<file path="src/rtl/los_pkg.sv">
package los_pkg;
  localparam int LOS_WIN_W_DFLT = 8;
  localparam int LOS_CNT_W_DFLT = 8;

  typedef enum logic [1:0] {
    VERDICT_HOLD  = 2'd0,
    VERDICT_SET   = 2'd1,
    VERDICT_CLEAR = 2'd2
  } los_verdict_e;
endpackage

</file>
<file path="src/rtl/los_win_timer.sv">
module los_win_timer #(
  parameter int WIN_W = 8
) (
  input  logic             clk,
  input  logic             rst_n,
  input  logic             step,
  input  logic [WIN_W-1:0] win_len,
  output logic             win_end
);
  logic [WIN_W-1:0] pos_q;
  logic [WIN_W-1:0] last_pos;

  always_comb begin
    last_pos = (win_len == '0) ? '0 : win_len - WIN_W'(1);
    win_end  = step && (pos_q >= last_pos);
  end

  always_ff @(posedge clk) begin
    if (!rst_n)       pos_q <= '0;
    else if (win_end) pos_q <= '0;
    else if (step)    pos_q <= pos_q + WIN_W'(1);
  end

  p_idle_hold_r2: assert property (@(posedge clk) disable iff (!rst_n)
    !step |=> $stable(pos_q));
  p_window_wrap_r3: assert property (@(posedge clk) disable iff (!rst_n)
    win_end |=> (pos_q == '0));
endmodule

</file>
<file path="src/rtl/los_ones_counter.sv">
module los_ones_counter #(
  parameter int CNT_W = 8
) (
  input  logic             clk,
  input  logic             rst_n,
  input  logic             step,
  input  logic             bit_in,
  input  logic             win_end,
  output logic [CNT_W-1:0] ones_total
);
  localparam logic [CNT_W-1:0] CNT_MAX = '1;
  logic [CNT_W-1:0] cnt_q;

  always_comb begin
    if (step && bit_in && (cnt_q != CNT_MAX)) ones_total = cnt_q + CNT_W'(1);
    else                                      ones_total = cnt_q;
  end

  always_ff @(posedge clk) begin
    if (!rst_n)       cnt_q <= '0;
    else if (win_end) cnt_q <= '0;
    else if (step)    cnt_q <= ones_total;
  end

  p_count_restart_r3: assert property (@(posedge clk) disable iff (!rst_n)
    win_end |=> (cnt_q == '0));
  p_idle_count_r2: assert property (@(posedge clk) disable iff (!rst_n)
    !step |=> $stable(cnt_q));
endmodule

</file>
<file path="src/rtl/los_state.sv">
module los_state
  import los_pkg::*;
#(
  parameter int CNT_W = 8
) (
  input  logic             clk,
  input  logic             rst_n,
  input  logic             win_end,
  input  logic [CNT_W-1:0] ones_total,
  input  logic [CNT_W-1:0] ones_min,
  input  logic             sim_en,
  output logic             los,
  output logic             los_irq
);
  los_verdict_e     verdict;
  logic [CNT_W-1:0] need;
  logic             real_q, real_nxt, los_q, los_nxt, irq_q;

  always_comb begin
    need = (ones_min == '0) ? CNT_W'(1) : ones_min;
    if (!win_end)                verdict = VERDICT_HOLD;
    else if (ones_total == '0)   verdict = VERDICT_SET;
    else if (ones_total >= need) verdict = VERDICT_CLEAR;
    else                         verdict = VERDICT_HOLD;
    case (verdict)
      VERDICT_SET:   real_nxt = 1'b1;
      VERDICT_CLEAR: real_nxt = 1'b0;
      default:       real_nxt = real_q;
    endcase
    los_nxt = sim_en | real_nxt;
  end

  always_ff @(posedge clk) begin
    if (!rst_n) begin
      real_q <= 1'b1;
      los_q  <= 1'b1;
      irq_q  <= 1'b0;
    end else begin
      real_q <= real_nxt;
      los_q  <= los_nxt;
      irq_q  <= los_nxt & ~los_q;
    end
  end

  assign los     = los_q;
  assign los_irq = irq_q;

  p_zero_window_sets_r4: assert property (@(posedge clk) disable iff (!rst_n)
    (win_end && ones_total == '0) |=> real_q);
  p_enough_ones_clears_r5: assert property (@(posedge clk) disable iff (!rst_n)
    (win_end && ones_total != '0 && ones_total >= need) |=> !real_q);
  p_sim_forces_r7: assert property (@(posedge clk) disable iff (!rst_n)
    sim_en |=> los);
  p_irq_single_r8: assert property (@(posedge clk) disable iff (!rst_n)
    los_irq |=> !los_irq);
  p_irq_on_rise_r8: assert property (@(posedge clk) disable iff (!rst_n)
    los_irq |-> (los && !$past(los)));
  p_release_follows_real_r9: assert property (@(posedge clk) disable iff (!rst_n)
    !sim_en |=> (los == real_q));
endmodule

</file>
<file path="src/rtl/los_monitor.sv">
module los_monitor
  import los_pkg::*;
#(
  parameter int WIN_W = LOS_WIN_W_DFLT,
  parameter int CNT_W = LOS_CNT_W_DFLT
) (
  input  logic             clk,
  input  logic             rst_n,
  input  logic             bit_valid,
  output logic             bit_ready,
  input  logic             bit_data,
  input  logic [WIN_W-1:0] win_len,
  input  logic [CNT_W-1:0] ones_min,
  input  logic             sim_en,
  output logic             los,
  output logic             los_irq
);
  logic             step;
  logic             win_end;
  logic [CNT_W-1:0] ones_total;

  assign bit_ready = 1'b1;
  assign step      = bit_valid & bit_ready;

  los_win_timer #(.WIN_W(WIN_W)) u_timer (
    .clk(clk), .rst_n(rst_n), .step(step), .win_len(win_len), .win_end(win_end)
  );

  los_ones_counter #(.CNT_W(CNT_W)) u_ones (
    .clk(clk), .rst_n(rst_n), .step(step), .bit_in(bit_data),
    .win_end(win_end), .ones_total(ones_total)
  );

  los_state #(.CNT_W(CNT_W)) u_state (
    .clk(clk), .rst_n(rst_n), .win_end(win_end), .ones_total(ones_total),
    .ones_min(ones_min), .sim_en(sim_en), .los(los), .los_irq(los_irq)
  );

  p_never_stalls_r2: assert property (@(posedge clk) disable iff (!rst_n)
    bit_valid |-> bit_ready);
endmodule

</file>
<file path="config.mk">
export PLATFORM = sky130hd
export DESIGN_NAME = los_monitor
export DESIGN_NICKNAME = d
export VERILOG_FILES = /design/src/rtl/los_pkg.sv /design/src/rtl/los_win_timer.sv /design/src/rtl/los_ones_counter.sv /design/src/rtl/los_state.sv /design/src/rtl/los_monitor.sv
export SDC_FILE = /design/constraint.sdc
export NUM_CORES = 1
export LEC_CHECK = 0
export BUFFER_PORTS_ARGS = -buffer_cell sky130_fd_sc_hd__clkbuf_2
export CAP_MARGIN = 20
export CORE_UTILIZATION = 50
export DETAILED_ROUTE_END_ITERATION = 10
export GPL_TIMING_DRIVEN = 0
export HOLD_SLACK_MARGIN = 0.02
export PLACE_DENSITY = 0.76
export RECOVER_POWER = 25
export SLEW_MARGIN = 30
export SYNTH_ARGS = -nofsm -noshare
export SYNTH_HDL_FRONTEND = slang
export SYNTH_SLANG_ARGS = --single-unit
</file>
<file path="constraint.sdc">
create_clock -name clk -period 2.75 [get_ports clk]
set_input_delay 0.275 -clock clk [delete_from_list [all_inputs] [get_ports clk]]
set_output_delay 0.275 -clock clk [all_outputs]
set_load 0.02 [all_outputs]
</file>
==> flow_summary_export.csv <==
group,metric,value,unit
logic_synthesis,synth_edf_count,0,
global_route,grt_max_degree,12,
min_path,hold_start,"sim_en",
place,dpl.hpwl,2550,microns
global_route,grt_use_met1,24.5,%
worst_setup_path,critical_path_arrival,2850,ps
logic_synthesis,synth_area,0.00146,sq mm
place,gp_congestion,0.918,
global_route,antenna_found_initial,0,
clock_network,cts.sinks,19,
layout,diodes,0,
clock_network,insertion_delay,310,ps
min_path,min_path_type,"input pin to flip-flop",
die,die_y,56.1,microns
sta,skew,4.05,ps
worst_setup_path,crit_type,"flip-flop to flip-flop",
power,clock_power_share,26.8,%
layout,final_cell_mix,"20 x clkbuf_2, 16 x ha_1, 15 x nor2_1",
power,switching_share,29.3,%
global_route,track_usage,22.6,%
logic_synthesis,synth-seq-area-share,26.0,%
layout,area_growth,22.6,%
sta,fin_ws,137,ps
power,leakage,0.832,nW
clock_network,cts_max_level,1,
layout,multi_input_area,0.00113,sq mm
clock_network,cts_tree,"done",
die,coreArea,0.00276,sq mm
detailed_routing,drt-total-wl,3410,microns
power,p_int,0.000387,W
global_route,gr-total-overflow,0,
die,initial_utilization,53.0,%
die,ios,24,
detailed_routing,vias,1378,
worst_setup_path,crit_fanout,6,
clock_network,clkTransAtPathRegs,110,ps
clock_network,cts-buffers-inserted,3,
detailed_routing,drc,0,
layout,fillCellCount,242,
logic_synthesis,syn_avg_cell_area,8.26,sq um
worst_setup_path,r2r_start,"u_ones.cnt_q[4]",
die,design.die.area,0.00314,sq mm
worst_setup_path,rr_worst_depth,9,
sta,fin_crit,2610,ps
clock_network,cts_root_buffer,"clkbuf_4",
sta,setup_violations,0,
detailed_routing,drtPass1Iterations,4,
global_route,grt_pass1_wl,5720,microns
sta,finalCritPeriodShare,95.0,%
logic_synthesis,ys_warn_count,0,
layout,drive_gt1_share,29.6,%
power,pwr-share-seq,52.9,%
power,p_comb_share,20.3,%
sta,grt_setup_unrepaired,"false",
worst_setup_path,worstPathRequired,2990,ps
place,portBuffers,22,
logic_synthesis,synthFlopType,"dfxtp_1",
place,dp_slack,-515,ps
worst_setup_path,r2r_setup_slack,140,ps
detailed_routing,via_per_inst,5.81,
layout,final_common_cell,"clkbuf_2",
power,vdd_drop_max,0.000317,V
layout,seqCellArea,392,sq um
sta,tns,0,ps
layout,final_nets,246,
die,fp.dieW,56.1,microns
min_path,min_path_cells,2,
power,netSwitchingPower,0.000160,W
detailed_routing,drt_iter0_drc,45,
detailed_routing,wire_per_inst,14.4,microns
min_path,hold_end,"u_state.los",
power,power_density,305,mW/mm^2
worst_setup_path,reg2reg_to,"u_state.los_irq",
sta,max_freq,0.383,GHz
global_route,top_usage_layer,"met2",
worst_setup_path,crit_path_end_kind,"flip-flop",
logic_synthesis,synthCells,177,
logic_synthesis,ys_ff_latch,19,
clock_network,clk_path_buf_depth,2,
die,row_count,19,
layout,fin_util,65.0,%
logic_synthesis,synthArstFlopShare,0,%
detailed_routing,postRouteAntennaNets,0,
sta,hold_viol,0,
logic_synthesis,syn_nets,216,
sta,drv_slew,0,
run,maxCapViolations,0,
outcome,status,"finished clean",
logic_synthesis,ys_types,40,
global_route,met2_usage,42.0,%
global_route,grt_pass1_vias,1377,
global_route,met3_usage,3.72,%
worst_setup_path,crit_path_start_kind,"flip-flop",
## cell type report
class	count	share of cell area, %
plain buffers	3	1.33
inverters	11	2.30
well taps	31	2.16
flip-flops and latches	19	21.9
clock buffers	3	1.26
clock inverters	1	0.279
multi-input cells	143	63.1
repair buffers	26	7.68
## Yosys cell counts, types with 2 or more instances
cell	n	area share (%)
mux2i_1	2	1.4
inv_1	11	2.8
a21oi_1	6	2.1
nand4_1	6	2.6
and3_1	12	5.1
a21o_1	2	1.0
dfxtp_1	19	26
nand2b_1	5	2.1
nor3_1	7	2.4
xnor2_1	3	1.8
nor4_1	2	0.86
and4_1	2	1.2
o21ai_0	5	1.7
a41o_1	2	1.4
nor2b_1	3	1.3
ha_1	18	15
nand3_1	4	1.4
a31oi_1	6	2.6
nand2_1	13	3.3
mux2_2	2	1.5
buf_6	2	1.5
a211oi_1	3	1.5
xor2_1	10	6.0
nor2_1	15	3.9
nand3b_1	2	1.0
## routing by layer
layer  share of wire [%]  vias up
met4                 2.3        0
met5                   0        -
met3                 2.4        9
li1                    -      705
met1                  41      643
met2                  55       21
## state kept, by name, indices dropped and copies added (netlist names)
signal / flops
u_ones.cnt_q: 8
u_state.real_q: 1
u_state.los: 1
u_timer.pos_q: 8
u_state.los_irq: 1
## through the flow
step | hold slack [ps] | power (W) | instance area, sq um | instances
2_1_floorplan | 381 | 0.000356 | 1460 | 177
3_3_place_gp | 405 | 0.000386 | 1610 | 230
3_5_place_dp | 421 | 0.000394 | 1610 | 230
4_1_cts | 167 | 0.000546 | 1700 | 236
5_1_grt | 163 | 0.000575 | 1790 | 237
6_report | 169 | 0.000547 | 1790 | 237
## cells by family after synthesis
logic type      count (synthesis)  share of synthesized area (%)
compound gates                 30                           14.0
buf+inv                        15                           5.22
xor+xnor                       13                           7.79
fa+ha+maj                      18                           15.4
simple gates                   77                           28.3
other cells                     1                          0.257
flops                          19                           26.0
mux                             4                           2.91
## critical path, cell delays in order (launching register included)
cell      delay, ps
dfxtp_4         400
and4_4          280
a41o_4          240
mux2_2          350
ha_1            290
a21oi_2         190
o221ai_2        120
a221oi_2        320
o21ai_2         130
a211oi_2        220
## how the worst max path moves through the flow
stage / from / to
after global routing: u_ones.cnt_q[0] / u_state.los_irq
after global placement: win_len[0] / u_ones.cnt_q[2]
after detailed placement: win_len[0] / u_ones.cnt_q[2]
after CTS: u_ones.cnt_q[2] / u_state.los_irq
final: u_ones.cnt_q[4] / u_state.los_irq
after floorplan: win_len[0] / u_state.los_irq
## repair_timing
| action | 4_1_cts | 5_1_grt |
|---|---|---|
| endpoints found under the setup margin | 13 | 19 |
| cloned | 0 | 0 |
| hold buffers | 0 | 0 |
| buffers inserted | 2 | 2 |
| resized for setup | 13 | 19 |
| pin swaps | 3 | 8 |
## power groups by stage
| stage | Clock (W) | Sequential [W] | Combinational (W) |
|---|---|---|---|
| after global placement | 0 | 0.000294 | 0.0000918 |
| after global routing | 0.000158 | 0.000291 | 0.000127 |
| after floorplan | 0 | 0.000293 | 0.0000638 |
| final | 0.000147 | 0.000289 | 0.000111 |
| after CTS | 0.000151 | 0.000290 | 0.000105 |
| after detailed placement | 0 | 0.000295 | 0.0000992 |
No activity file was read; power rests on OpenSTA's default activity.
